### src/rtl/planar_pkg.sv
package planar_pkg;
    localparam int PLANES    = 4;
    localparam int DW        = 8;
    localparam int ROT_W     = $clog2(DW);
    localparam int PSEL_W    = $clog2(PLANES);
    localparam int CFG_IDX_W = 4;

    localparam logic [CFG_IDX_W-1:0] IDX_FILL_VAL = 4'd0;
    localparam logic [CFG_IDX_W-1:0] IDX_FILL_EN  = 4'd1;
    localparam logic [CFG_IDX_W-1:0] IDX_MATCH    = 4'd2;
    localparam logic [CFG_IDX_W-1:0] IDX_CARE     = 4'd3;
    localparam logic [CFG_IDX_W-1:0] IDX_COMBINE  = 4'd4;
    localparam logic [CFG_IDX_W-1:0] IDX_MODE     = 4'd5;
    localparam logic [CFG_IDX_W-1:0] IDX_RSEL     = 4'd6;
    localparam logic [CFG_IDX_W-1:0] IDX_BMASK    = 4'd7;
    localparam logic [CFG_IDX_W-1:0] IDX_PLANE_EN = 4'd8;

    typedef enum logic [1:0] {
        OP_PASS = 2'd0,
        OP_AND  = 2'd1,
        OP_OR   = 2'd2,
        OP_XOR  = 2'd3
    } comb_op_e;

    typedef enum logic [1:0] {
        WM_MERGE = 2'd0,
        WM_COPY  = 2'd1,
        WM_SPLAT = 2'd2,
        WM_ALIAS = 2'd3
    } wr_mode_e;

    typedef struct packed {
        logic [PLANES-1:0] fill_val;
        logic [PLANES-1:0] fill_en;
        logic [PLANES-1:0] match_val;
        logic [PLANES-1:0] care;
        logic [PLANES-1:0] plane_en;
        logic [ROT_W-1:0]  rot;
        comb_op_e          op;
        wr_mode_e          wmode;
        logic              rmode;
        logic [PSEL_W-1:0] rsel;
        logic [DW-1:0]     bmask;
    } cfg_t;
endpackage

### src/rtl/planar_cfg_regs.sv
module planar_cfg_regs
    import planar_pkg::*;
(
    input  logic                 clk,
    input  logic                 rst_n,
    input  logic                 cfg_we,
    input  logic [CFG_IDX_W-1:0] cfg_idx,
    input  logic [DW-1:0]        cfg_wdata,
    output cfg_t                 cfg
);
    cfg_t cfg_d, cfg_q;

    always_comb begin
        cfg_d = cfg_q;
        if (cfg_we) begin
            case (cfg_idx)
                IDX_FILL_VAL: cfg_d.fill_val  = cfg_wdata[PLANES-1:0];
                IDX_FILL_EN:  cfg_d.fill_en   = cfg_wdata[PLANES-1:0];
                IDX_MATCH:    cfg_d.match_val = cfg_wdata[PLANES-1:0];
                IDX_CARE:     cfg_d.care      = cfg_wdata[PLANES-1:0];
                IDX_COMBINE: begin
                    cfg_d.op  = comb_op_e'(cfg_wdata[1:0]);
                    cfg_d.rot = cfg_wdata[4 +: ROT_W];
                end
                IDX_MODE: begin
                    cfg_d.wmode = wr_mode_e'(cfg_wdata[1:0]);
                    cfg_d.rmode = cfg_wdata[4];
                end
                IDX_RSEL:     cfg_d.rsel     = cfg_wdata[PSEL_W-1:0];
                IDX_BMASK:    cfg_d.bmask    = cfg_wdata;
                IDX_PLANE_EN: cfg_d.plane_en = cfg_wdata[PLANES-1:0];
                default: ;
            endcase
        end
    end

    always_ff @(posedge clk) begin
        if (!rst_n) begin
            cfg_q       <= '0;
            cfg_q.bmask <= '1;
        end else begin
            cfg_q <= cfg_d;
        end
    end

    assign cfg = cfg_q;
endmodule

### src/rtl/planar_write_path.sv
module planar_write_path
    import planar_pkg::*;
(
    input  logic                         cpu_wr,
    input  logic [DW-1:0]                cpu_wdata,
    input  logic [PLANES-1:0][DW-1:0]    latch,
    input  logic [PLANES-1:0]            fill_val,
    input  logic [PLANES-1:0]            fill_en,
    input  logic [PLANES-1:0]            plane_en,
    input  logic [ROT_W-1:0]             rot,
    input  comb_op_e                     op,
    input  wr_mode_e                     wmode,
    input  logic [DW-1:0]                bmask,
    output logic [PLANES-1:0]            plane_we,
    output logic [PLANES-1:0][DW-1:0]    plane_wdata
);
    logic [DW-1:0] rotated;

    always_comb begin
        for (int i = 0; i < DW; i++) begin
            rotated[i] = cpu_wdata[ROT_W'(i) + rot];
        end
    end

    assign plane_we = cpu_wr ? plane_en : '0;

    for (genvar p = 0; p < PLANES; p++) begin : g_plane
        logic [DW-1:0] src, combined, merged;

        always_comb begin
            if (wmode == WM_SPLAT) begin
                src = {DW{cpu_wdata[p]}};
            end else if (fill_en[p]) begin
                src = {DW{fill_val[p]}};
            end else begin
                src = rotated;
            end

            case (op)
                OP_AND:  combined = src & latch[p];
                OP_OR:   combined = src | latch[p];
                OP_XOR:  combined = src ^ latch[p];
                default: combined = src;
            endcase

            merged = (combined & bmask) | (latch[p] & ~bmask);
            plane_wdata[p] = (wmode == WM_COPY) ? latch[p] : merged;
        end
    end
endmodule

### src/rtl/planar_read_path.sv
module planar_read_path
    import planar_pkg::*;
(
    input  logic [PLANES-1:0][DW-1:0] plane_rdata,
    input  logic                      rmode,
    input  logic [PSEL_W-1:0]         rsel,
    input  logic [PLANES-1:0]         match_val,
    input  logic [PLANES-1:0]         care,
    output logic [DW-1:0]             cpu_rdata
);
    logic [DW-1:0] match_map;

    always_comb begin
        for (int i = 0; i < DW; i++) begin
            match_map[i] = 1'b1;
            for (int p = 0; p < PLANES; p++) begin
                if (care[p] && (plane_rdata[p][i] != match_val[p])) begin
                    match_map[i] = 1'b0;
                end
            end
        end
    end

    assign cpu_rdata = rmode ? match_map : plane_rdata[rsel];
endmodule

### src/rtl/planar_datapath.sv
module planar_datapath
    import planar_pkg::*;
(
    input  logic                   clk,
    input  logic                   rst_n,
    input  logic                   cfg_we,
    input  logic [CFG_IDX_W-1:0]   cfg_idx,
    input  logic [DW-1:0]          cfg_wdata,
    input  logic                   cpu_rd,
    input  logic                   cpu_wr,
    input  logic [DW-1:0]          cpu_wdata,
    input  logic [PLANES*DW-1:0]   plane_rdata,
    output logic [PLANES-1:0]      plane_we,
    output logic [PLANES*DW-1:0]   plane_wdata,
    output logic [DW-1:0]          cpu_rdata
);
    typedef struct packed {
        logic [PLANES-1:0][DW-1:0] latch;
    } dp_state_t;

    cfg_t                      cfg;
    dp_state_t                 state_d, state_q;
    logic [PLANES-1:0][DW-1:0] rd_planes;
    logic [PLANES-1:0][DW-1:0] wr_planes;

    assign rd_planes   = plane_rdata;
    assign plane_wdata = wr_planes;

    planar_cfg_regs u_cfg (
        .clk       (clk),
        .rst_n     (rst_n),
        .cfg_we    (cfg_we),
        .cfg_idx   (cfg_idx),
        .cfg_wdata (cfg_wdata),
        .cfg       (cfg)
    );

    always_comb begin
        state_d = state_q;
        if (cpu_rd) begin
            state_d.latch = rd_planes;
        end
    end

    always_ff @(posedge clk) begin
        if (!rst_n) begin
            state_q <= '0;
        end else begin
            state_q <= state_d;
        end
    end

    planar_write_path u_wr (
        .cpu_wr      (cpu_wr),
        .cpu_wdata   (cpu_wdata),
        .latch       (state_q.latch),
        .fill_val    (cfg.fill_val),
        .fill_en     (cfg.fill_en),
        .plane_en    (cfg.plane_en),
        .rot         (cfg.rot),
        .op          (cfg.op),
        .wmode       (cfg.wmode),
        .bmask       (cfg.bmask),
        .plane_we    (plane_we),
        .plane_wdata (wr_planes)
    );

    planar_read_path u_rd (
        .plane_rdata (rd_planes),
        .rmode       (cfg.rmode),
        .rsel        (cfg.rsel),
        .match_val   (cfg.match_val),
        .care        (cfg.care),
        .cpu_rdata   (cpu_rdata)
    );
endmodule


### config.mk
export PLATFORM = sky130hd
export DESIGN_NAME = planar_datapath
export DESIGN_NICKNAME = d
export VERILOG_FILES = /design/src/rtl/planar_pkg.sv /design/src/rtl/planar_cfg_regs.sv /design/src/rtl/planar_write_path.sv /design/src/rtl/planar_read_path.sv /design/src/rtl/planar_datapath.sv
export SDC_FILE = /design/constraint.sdc
export NUM_CORES = 1
export LEC_CHECK = 0
export ABC_AREA = 1
export BUFFER_PORTS_ARGS = -buffer_cell sky130_fd_sc_hd__buf_2
export CAP_MARGIN = 20
export CORE_ASPECT_RATIO = 2
export CORE_UTILIZATION = 25
export CTS_BUF_LIST = sky130_fd_sc_hd__clkbuf_16
export CTS_CLUSTER_SIZE = 25
export DETAILED_ROUTE_END_ITERATION = 12
export GPL_TIMING_DRIVEN = 0
export PLACE_DENSITY = 0.5
export REMOVE_ABC_BUFFERS = 1
export SYNTH_ARGS = -nofsm -noshare
export SYNTH_HDL_FRONTEND = slang
export SYNTH_SLANG_ARGS = --single-unit
### constraint.sdc
create_clock -name clk -period 8.9 [get_ports clk]
set_clock_uncertainty 0.2 [all_clocks]
set_input_delay 1.78 -clock clk [delete_from_list [all_inputs] [get_ports clk]]
set_output_delay 1.78 -clock clk [all_outputs]
set_load 0.1 [all_outputs]
* After elaboration in Yosys (flattened, before gate mapping)
Index checks and enable logic that the tools add are counted.
** Word-level totals
- Flip-flop bits (word level) :: 70
- Input bits :: 57
- Word-level logic and storage cells :: 211
- Output and inout port bits :: 44
** Cells by class
- Multiplexer cells :: 68
- $add $sub $neg :: 7
- Reduce and logical (&&, ||, !) cells :: 42
- Magnitude comparators :: 9
- Equal/unequal tests :: 45
- Bitwise operators :: 25
** Operator list (count)
- $mux W8 :: 14
- $and A8 B8 Y8 :: 12
- $pmux W8 S3 :: 4
- $or A8 B8 Y8 :: 8
- $mux W1 :: 40
- $logic_and A1 B1 Y1 :: 32
- $lt A3 B4 Y1 const B :: 8
- $ne A1 B1 Y1 :: 32
- $xor A8 B8 Y8 :: 4
- $bmux W1 S3 :: 8
- $reduce_and A2 Y1 :: 9
- $bmux W8 S2 :: 1
- $eq A4 B3 Y1 const B :: 4
- $add A3 B3 Y3 const A :: 4
- $eq A4 B2 Y1 const B :: 2
- $not A8 Y8 :: 1
- $add A2 B3 Y3 const A :: 2
- $eq A2 B2 Y1 const B :: 3
- $eq A2 B1 Y1 const B :: 2
- $eq A4 B1 Y1 const B :: 1
- $eq A4 B4 Y1 const B :: 1
- $logic_not A4 Y1 :: 1
- $mux W4 :: 1
- $add A1 B3 Y3 const A :: 1
- $lt A2 B3 Y1 const B :: 1

* Depth between registers and ports, before layout
Gate-level depths: netlist of run 1.
- Depth after elaboration :: 10
- Mapped depth :: 20
- Gate-level depth less buffers :: 19

* By module
Synthesis of run 1 repeated with hierarchy kept, for this count alone.
** Unflattened totals
- Cells, all modules :: 1392
- Area total of the unflattened synthesis :: 7713.6 µm²
** Modules (own cells, without submodules)
- planar_write_path :: cells each 695, sequential area each 0.0 µm², times used 1, area each 3590.9 µm²
- planar_cfg_regs :: cells each 252, sequential area each 760.7 µm², times used 1, area each 1685.4 µm²
- planar_datapath :: cells each 202, sequential area each 640.6 µm², times used 1, area each 1335.0 µm²
- planar_read_path :: cells each 243, sequential area each 0.0 µm², times used 1, area each 1102.3 µm²

* Worst setup path before layout of run 1
No wires, ideal clock.
- Path kind :: input port to output port
- Start :: input port cpu_wdata[5]
- End :: output port plane_wdata[18]
- Arrival time :: 3.588 ns
- Data required time :: 6.920 ns
- Path slack :: 3.332 ns
- Cell stages on the path :: 16
- Path through :: nand2_1 nand3_1 nand3_1 nand2_2 nand2_1 nand2_1 nand2_1 nand2_1 inv_1 ha_1 nand2_1 o211ai_1 o21ai_0 inv_1 nand2_1 nand2_1
** Between the ends
- Longest elaborated chain between the ends :: 9
- Elaborated cells on any way between the ends :: 11
- Those cells by class :: mux: 6; bitwise: 5
** Ends and longest elaborated chain
- start, declared :: line planar_datapath.sv:11 : input logic [DW-1:0] cpu_wdata,
- $bmux W1 S3 * :: line planar_write_path.sv:21 : rotated[i] = cpu_wdata[ROT_W'(i) + rot];
- $mux W1 (implied by the code) * :: line planar_write_path.sv:21
- $mux W8 * :: line planar_write_path.sv:33 : end else if (fill_en[p]) begin
- $mux W8 * :: line planar_write_path.sv:31 : if (wmode == WM_SPLAT) begin
- $xor A8 B8 Y8 (tied with other cells) :: line planar_write_path.sv:42 : OP_XOR: combined = src ^ latch[p];
- $pmux W8 S3 * :: line planar_write_path.sv:39 : case (op)
- $and A8 B8 Y8 * :: line planar_write_path.sv:46 : merged = (combined & bmask) | (latch[p] & ~bmask);
- $or A8 B8 Y8 * :: line planar_write_path.sv:46
- $mux W8 * :: line planar_write_path.sv:47 : plane_wdata[p] = (wmode == WM_COPY) ? latch[p] : merged;
- end, declared :: line planar_datapath.sv:14 : output logic [PLANES*DW-1:0] plane_wdata,
Mark *: on every way between the ends. The rest lies on a longest branch, timed or not. The select of a mux whose other input is x is not followed.

* Worst setup path in the final report of run 1
- Start :: input port cpu_wdata[2]
- End :: output port plane_wdata[27]
Same word-level chain as after synthesis.

==> results.json, run 1 <==
{
  "status": "completed",
  "antenna_found_initial": 0,
  "routedWlPerCell_um": 16.4,
  "slew_violations": 0,
  "crit_path_end": "plane_wdata[27]",
  "cp-start-kind": "input port",
  "die_area_um2": 27100,
  "track_usage": 0.195,
  "ant_nets": 0,
  "overflow": 0,
  "dpl_cell_area_um2": 7320,
  "rows": 83,
  "numPortBuffers": 100,
  "area_growth_pct": 15.6,
  "synthArstFlopShare": 0,
  "die_w_um": 117,
  "fin_setup_tns_ns": 0,
  "yosysWarnings": 0,
  "dpl.hpwl_um": 19300,
  "ys_ff_latch": 70,
  "placed_cells": 1519,
  "post_cts_buffers": 0,
  "avgSynthCellArea_um2": 5.85,
  "p_per_area_nw_per_um2": 158,
  "netlist_instances": 1129,
  "clock_latency_ns": 0.35,
  "synth_seq_area_share": 0.212,
  "synth_area_um2": 6610,
  "slew_headroom": 0.267,
  "grt_max_degree": 68,
  "first_pass_iters": 5,
  "stdcell_count": 1536,
  "reg2regPathDepth": 2,
  "critPathKind": "input port to output pin",
  "cts_sinks": 70,
  "drc": 0,
  "diodes": 0,
  "critPathCaptureType": "output pin",
  "totalWireLength_um": 25100,
  "r2r-end": "u_cfg.cfg[8]",
  "power.leakage_uw": 0.00401,
  "nets": 1314,
  "fmax_mhz": 168,
  "post-place-ws_ns": 2.94,
  "max_slew.worst_pin.slew_ns": 1.10,
  "holdWs_ns": 0.257,
  "via_per_inst": 4.75,
  "cts_resized": 0,
  "critical_path.max_fanout": 4,
  "drive_gt1_frac": 0.117,
  "ys.flop_type": "dfxtp_1",
  "finalWorstSetupSlack_ns": 2.95,
  "min_period_ns": 5.95,
  "worstPathArrival_ns": 3.97,
  "routed-via-count": 7300,
  "grt_pass1_vias": 7219,
  "cts-root-buf": "clkbuf_16",
  "setup_viol": 0,
  "io_pins": 101,
  "die_y_um": 232,
  "synth_cell_type_count": 29,
  "cap_violations": 0,
  "r2r-start": "u_cfg.cfg[8]",
  "holdCritPathClass": "flip-flop to flip-flop",
  "post-route-period-util": 0.668,
  "ctsHoldBuffers": 0,
  "fp.coreArea_um2": 25900,
  "htree_levels": 3,
  "cts_made_buffers": 9,
  "grt_setup_unrepaired": "no",
  "final_hold_viol_count": 0,
  "final_cell_area_um2": 7640,
  "drt_iter0_markers": 351,
  "critPathRequiredTime_ns": 6.92,
  "grt_pass1_wl_um": 39400,
  "initial_utilization": 0.256,
  "r2r_slack_ns": 7.19,
  "gp_routability_congestion": 0.847,
  "path_clk_slew_ns": 0.06,
  "clockBufferDepth": 2,
  "ir_drop_v": 0.0000932,
  "synth_edf_count": 0,
  "cts_tree": "yes",
  "crit_start": "cpu_wdata[2]"
}
[power by group]
part           switching (µW)  internal [µW]
Clock                     157            218
Combinational             394           99.1
Sequential               14.8            327
Total                     566            644
[cell usage in the layout (no fill, tap or decap), types with 24 or more instances in the layout]
| cell type | n |
|---|---|
| nand2_1 | 398 |
| nor2_1 | 35 |
| nand3_1 | 75 |
| a21oi_1 | 89 |
| o21ai_0 | 105 |
| o21ai_1 | 24 |
| buf_2 | 100 |
| inv_1 | 134 |
| dfxtp_1 | 70 |
| ha_1 | 66 |
[layout make-up]
| cell class | instances | area, µm² |
|---|---|---|
| Fill cell | 2944 | 18200 |
| Multi-Input combinational cell | 849 | 4370 |
| Sequential cell | 70 | 1400 |
| Inverter | 159 | 604 |
| Timing Repair Buffer | 102 | 541 |
| Tap cell | 340 | 425 |
| Clock buffer | 9 | 225 |
| Clock inverter | 7 | 76.3 |
[routing by layer]
layer / track usage / vias up / part of all wire
met4: 0.120 / 0 / 0.053
met3: 0.0248 / 69 / 0.037
met1: 0.202 / 3292 / 0.38
li1: - / 3764 / -
met5: 0 / - / 0
met2: 0.361 / 175 / 0.53
[stage by stage]
step | utilization | power (µW)
after global placement | 0.282 | 837
after floorplan | - | 724
after CTS | 0.295 | 1220
final | 0.296 | 1210
after detailed placement | 0.283 | 844
after global routing | 0.296 | 1280
[worst max-delay path, stage by stage]
cell and delay [ns]:
buf_2 0.11, nand2_1 0.07, nand3_1 0.15, nand3_1 0.09
nand2_1 0.18, nand2_1 0.07, nand2_1 0.06, nand2_1 0.12
nand2_1 0.16, inv_1 0.07, ha_1 0.28, nand2_1 0.05
o211ai_1 0.13, o21ai_1 0.08, inv_1 0.05, nand2_1 0.05
nand2_1 0.05, buf_2 0.42
[synthesized netlist by cell type, types with 5 or more instances]
master | n | area share
buf_2 | 18 | 0.014
nand2_1 | 398 | 0.23
o211ai_1 | 15 | 0.017
nor2_1 | 36 | 0.020
buf_4 | 5 | 0.0057
o21ai_0 | 105 | 0.079
dfxtp_1 | 70 | 0.21
clkinv_1 | 13 | 0.0074
ha_1 | 66 | 0.12
o21ai_1 | 24 | 0.018
inv_2 | 10 | 0.0057
o2111ai_1 | 20 | 0.027
inv_1 | 134 | 0.076
nand3_1 | 75 | 0.057
nand4_1 | 5 | 0.0047
clkbuf_1 | 23 | 0.013
a21oi_1 | 89 | 0.067
[registers in the layout, indices dropped and copies added, names as in the netlist]
signal     cells
u_cfg.cfg     38
state_q       32
[cell families after synthesis]
| family | share of synthesized area |
|---|---|
| AO/OA/AOI/OAI | 0.213 |
| XOR/XNOR | 0.00398 |
| adder cells (fa/ha/maj) | 0.125 |
| buffers and inverters | 0.128 |
| flip-flops | 0.212 |
| AND/OR/NAND/NOR | 0.319 |
[how the worst min path moves through the flow]
stage | startpoint | endpoint | slack [ns] | depth (start not counted)
2_1_floorplan | u_cfg.cfg[0] | u_cfg.cfg[0] | 0.23 | 2
4_1_cts | u_cfg.cfg[2] | u_cfg.cfg[2] | 0.26 | 2
3_5_place_dp | u_cfg.cfg[2] | u_cfg.cfg[2] | 0.24 | 2
6_report | u_cfg.cfg[2] | u_cfg.cfg[2] | 0.26 | 2
3_3_place_gp | u_cfg.cfg[4] | u_cfg.cfg[4] | 0.24 | 2
5_1_grt | u_cfg.cfg[2] | u_cfg.cfg[2] | 0.29 | 2
No activity file was read; power rests on OpenSTA's default activity.
==> run 2, diff against run 1 <==
Settings changed: PLACE_DENSITY 0.5 to 0.51.
Clock period 8.9 ns to 4.8 ns, I/O delays scaled along.
==> run 2 against run 1 <==
Effect of this change: worst hold slack hardly changed; flip-flop and latch count unchanged; highest routed layer unchanged; utilization up 0.23 points; sequential power increased by 85%; largest power group unchanged.
==> results.json, run 2 (same netlist as run 1, synthesis figures left out) <==
{
  "status": "completed",
  "path_clk_slew_ns": 0.06,
  "via_per_inst": 4.79,
  "register_area_um2": 1400,
  "worstPathArrival_ns": 3.41,
  "drive_gt1_frac": 0.119,
  "p_per_area_nw_per_um2": 300,
  "max_slew.worst_pin.slew_ns": 0.996,
  "diodes": 0,
  "clock_latency_ns": 0.35,
  "min_period_ns": 4.57,
  "die_area_um2": 27100,
  "cts_sinks": 70,
  "overflow": 0,
  "ir_drop_v": 0.000138,
  "htree_levels": 3,
  "routed-via-count": 7360,
  "track_usage": 0.192,
  "wl_met2_um": 13400,
  "ant_nets": 0,
  "fill_cells": 2959,
  "r2r-end": "u_cfg.cfg[8]",
  "nets": 1315,
  "final_cell_mix": "nand2_1, inv_1, o21ai_0",
  "rows": 83,
  "finalWorstSetupSlack_ns": 0.232,
  "cts_tree": "yes",
  "post-place-ws_ns": 0.467,
  "drt_iter0_markers": 333,
  "grt_setup_unrepaired": "no",
  "critPathRequiredTime_ns": 3.64,
  "power.leakage_uw": 0.00403,
  "final_hold_viol_count": 0,
  "post-route-period-util": 0.952,
  "fin_setup_tns_ns": 0,
  "worstHoldPathCells": 2,
  "grt_pass1_wl_um": 38300,
  "cap_violations": 0,
  "routedWlPerCell_um": 16.3,
  "holdCritPathClass": "flip-flop to flip-flop",
  "dr.max_layer_used": "met4",
  "fp.coreArea_um2": 25900,
  "setup_viol": 0,
  "clockBufferDepth": 2,
  "reg2regPathDepth": 2,
  "r2r-start": "u_cfg.cfg[8]",
  "cts_made_buffers": 9,
  "critPathCaptureType": "output pin",
  "io_pins": 101,
  "totalWireLength_um": 25100,
  "slew_headroom": 0.335,
  "min_from": "u_cfg.cfg[5]",
  "critical_path.max_fanout": 7,
  "slew_violations": 0,
  "slowest_delay_ns": 0.47,
  "met1_length_um": 9460,
  "die_y_um": 232,
  "antenna_found_initial": 0,
  "largest_reg_flops": 38,
  "dpl.hpwl_um": 19200,
  "final_common_cell": "nand2_1",
  "drc": 0,
  "multi_input_area_um2": 4370,
  "cts-root-buf": "clkbuf_16",
  "grt_max_degree": 68,
  "fmax_mhz": 219,
  "dr_wl_met3_um": 933,
  "gp_routability_congestion": 0.842,
  "min_to": "u_cfg.cfg[5]",
  "initial_utilization": 0.256,
  "cp_common_cell": "nand2_1",
  "path_cells": "inv_2 > ha_1 > inv_1 > nand3_1 > nand3_1 > nand2_1 > nand2_1 > nand2_1 > nand2_1 > nand2_1 > inv_1 > ha_1 > nand2_1 > o2111ai_1 > nand2_1 > inv_1 > nand2_1 > nand2_1 > buf_2",
  "die_w_um": 117,
  "post_cts_buffers": 0,
  "area_growth_pct": 16.5,
  "cp-start-kind": "flip-flop",
  "slowest_stage": "dfxtp_1",
  "first_pass_iters": 5,
  "grt_pass1_vias": 6949,
  "r2r_slack_ns": 3.07,
  "critPathKind": "flip-flop to output pin",
  "numPortBuffers": 100
}
[run 2: final cells by class]
type,count,share of cell area
inverter,159,0.0785
clock inverter,7,0.0125
sequential,70,0.182
tap,340,0.0552
timing repair buffer,103,0.0750
clock buffer,9,0.0292
multi-input combinational,849,0.567
[run 2: stage by stage]
step | power (µW) | util | hold slack, ns | instance area, µm² | cells
floorplan | 1340 | - | 0.229 | 6370 | 1078
global placement | 1550 | 0.282 | 0.242 | 7290 | 1518
detailed placement | 1570 | 0.283 | 0.243 | 7320 | 1519
CTS | 2330 | 0.296 | 0.260 | 7640 | 1535
global route | 2440 | 0.298 | 0.282 | 7700 | 1537
finish | 2310 | 0.298 | 0.258 | 7700 | 1537
[run 2: report_power, final]
group / switching (µW) / total [µW] / internal, µW
clock: 298 / 756 / 458
combinational: 731 / 923 / 192
sequential: 27.1 / 634 / 607
[run 2: repair_timing]
item | CTS | global route
hold buffers | 0 | 0
setup endpoints to repair | 0 | 16
resized for setup | 0 | 12
[run 2: routing by layer]
layer | track usage | up-vias
met2 | 0.359 | 180
met1 | 0.196 | 3337
met4 | 0.116 | 0
met5 | 0 | -
li1 | - | 3779
met3 | 0.0235 | 64
[run 2: how the worst max path moves through the flow]
stage	from	to	cells after the start
2_1_floorplan	u_cfg.cfg[13]	plane_wdata[2]	7
3_3_place_gp	u_cfg.cfg[13]	plane_wdata[6]	8
3_5_place_dp	u_cfg.cfg[15]	plane_wdata[11]	19
4_1_cts	u_cfg.cfg[15]	plane_wdata[11]	19
5_1_grt	u_cfg.cfg[16]	plane_wdata[11]	19
6_report	u_cfg.cfg[16]	plane_wdata[13]	19
[run 2: critical path, delay by kind of cell, from the launching register on]
kind / cells / cell delay, ns
AOI/OAI and AO/OA: 1 / 0.13
adders and majority gates: 2 / 0.66
buffers and inverters: 5 / 0.78
DFF: 1 / 0.47
and+or+nand+nor: 11 / 0.98
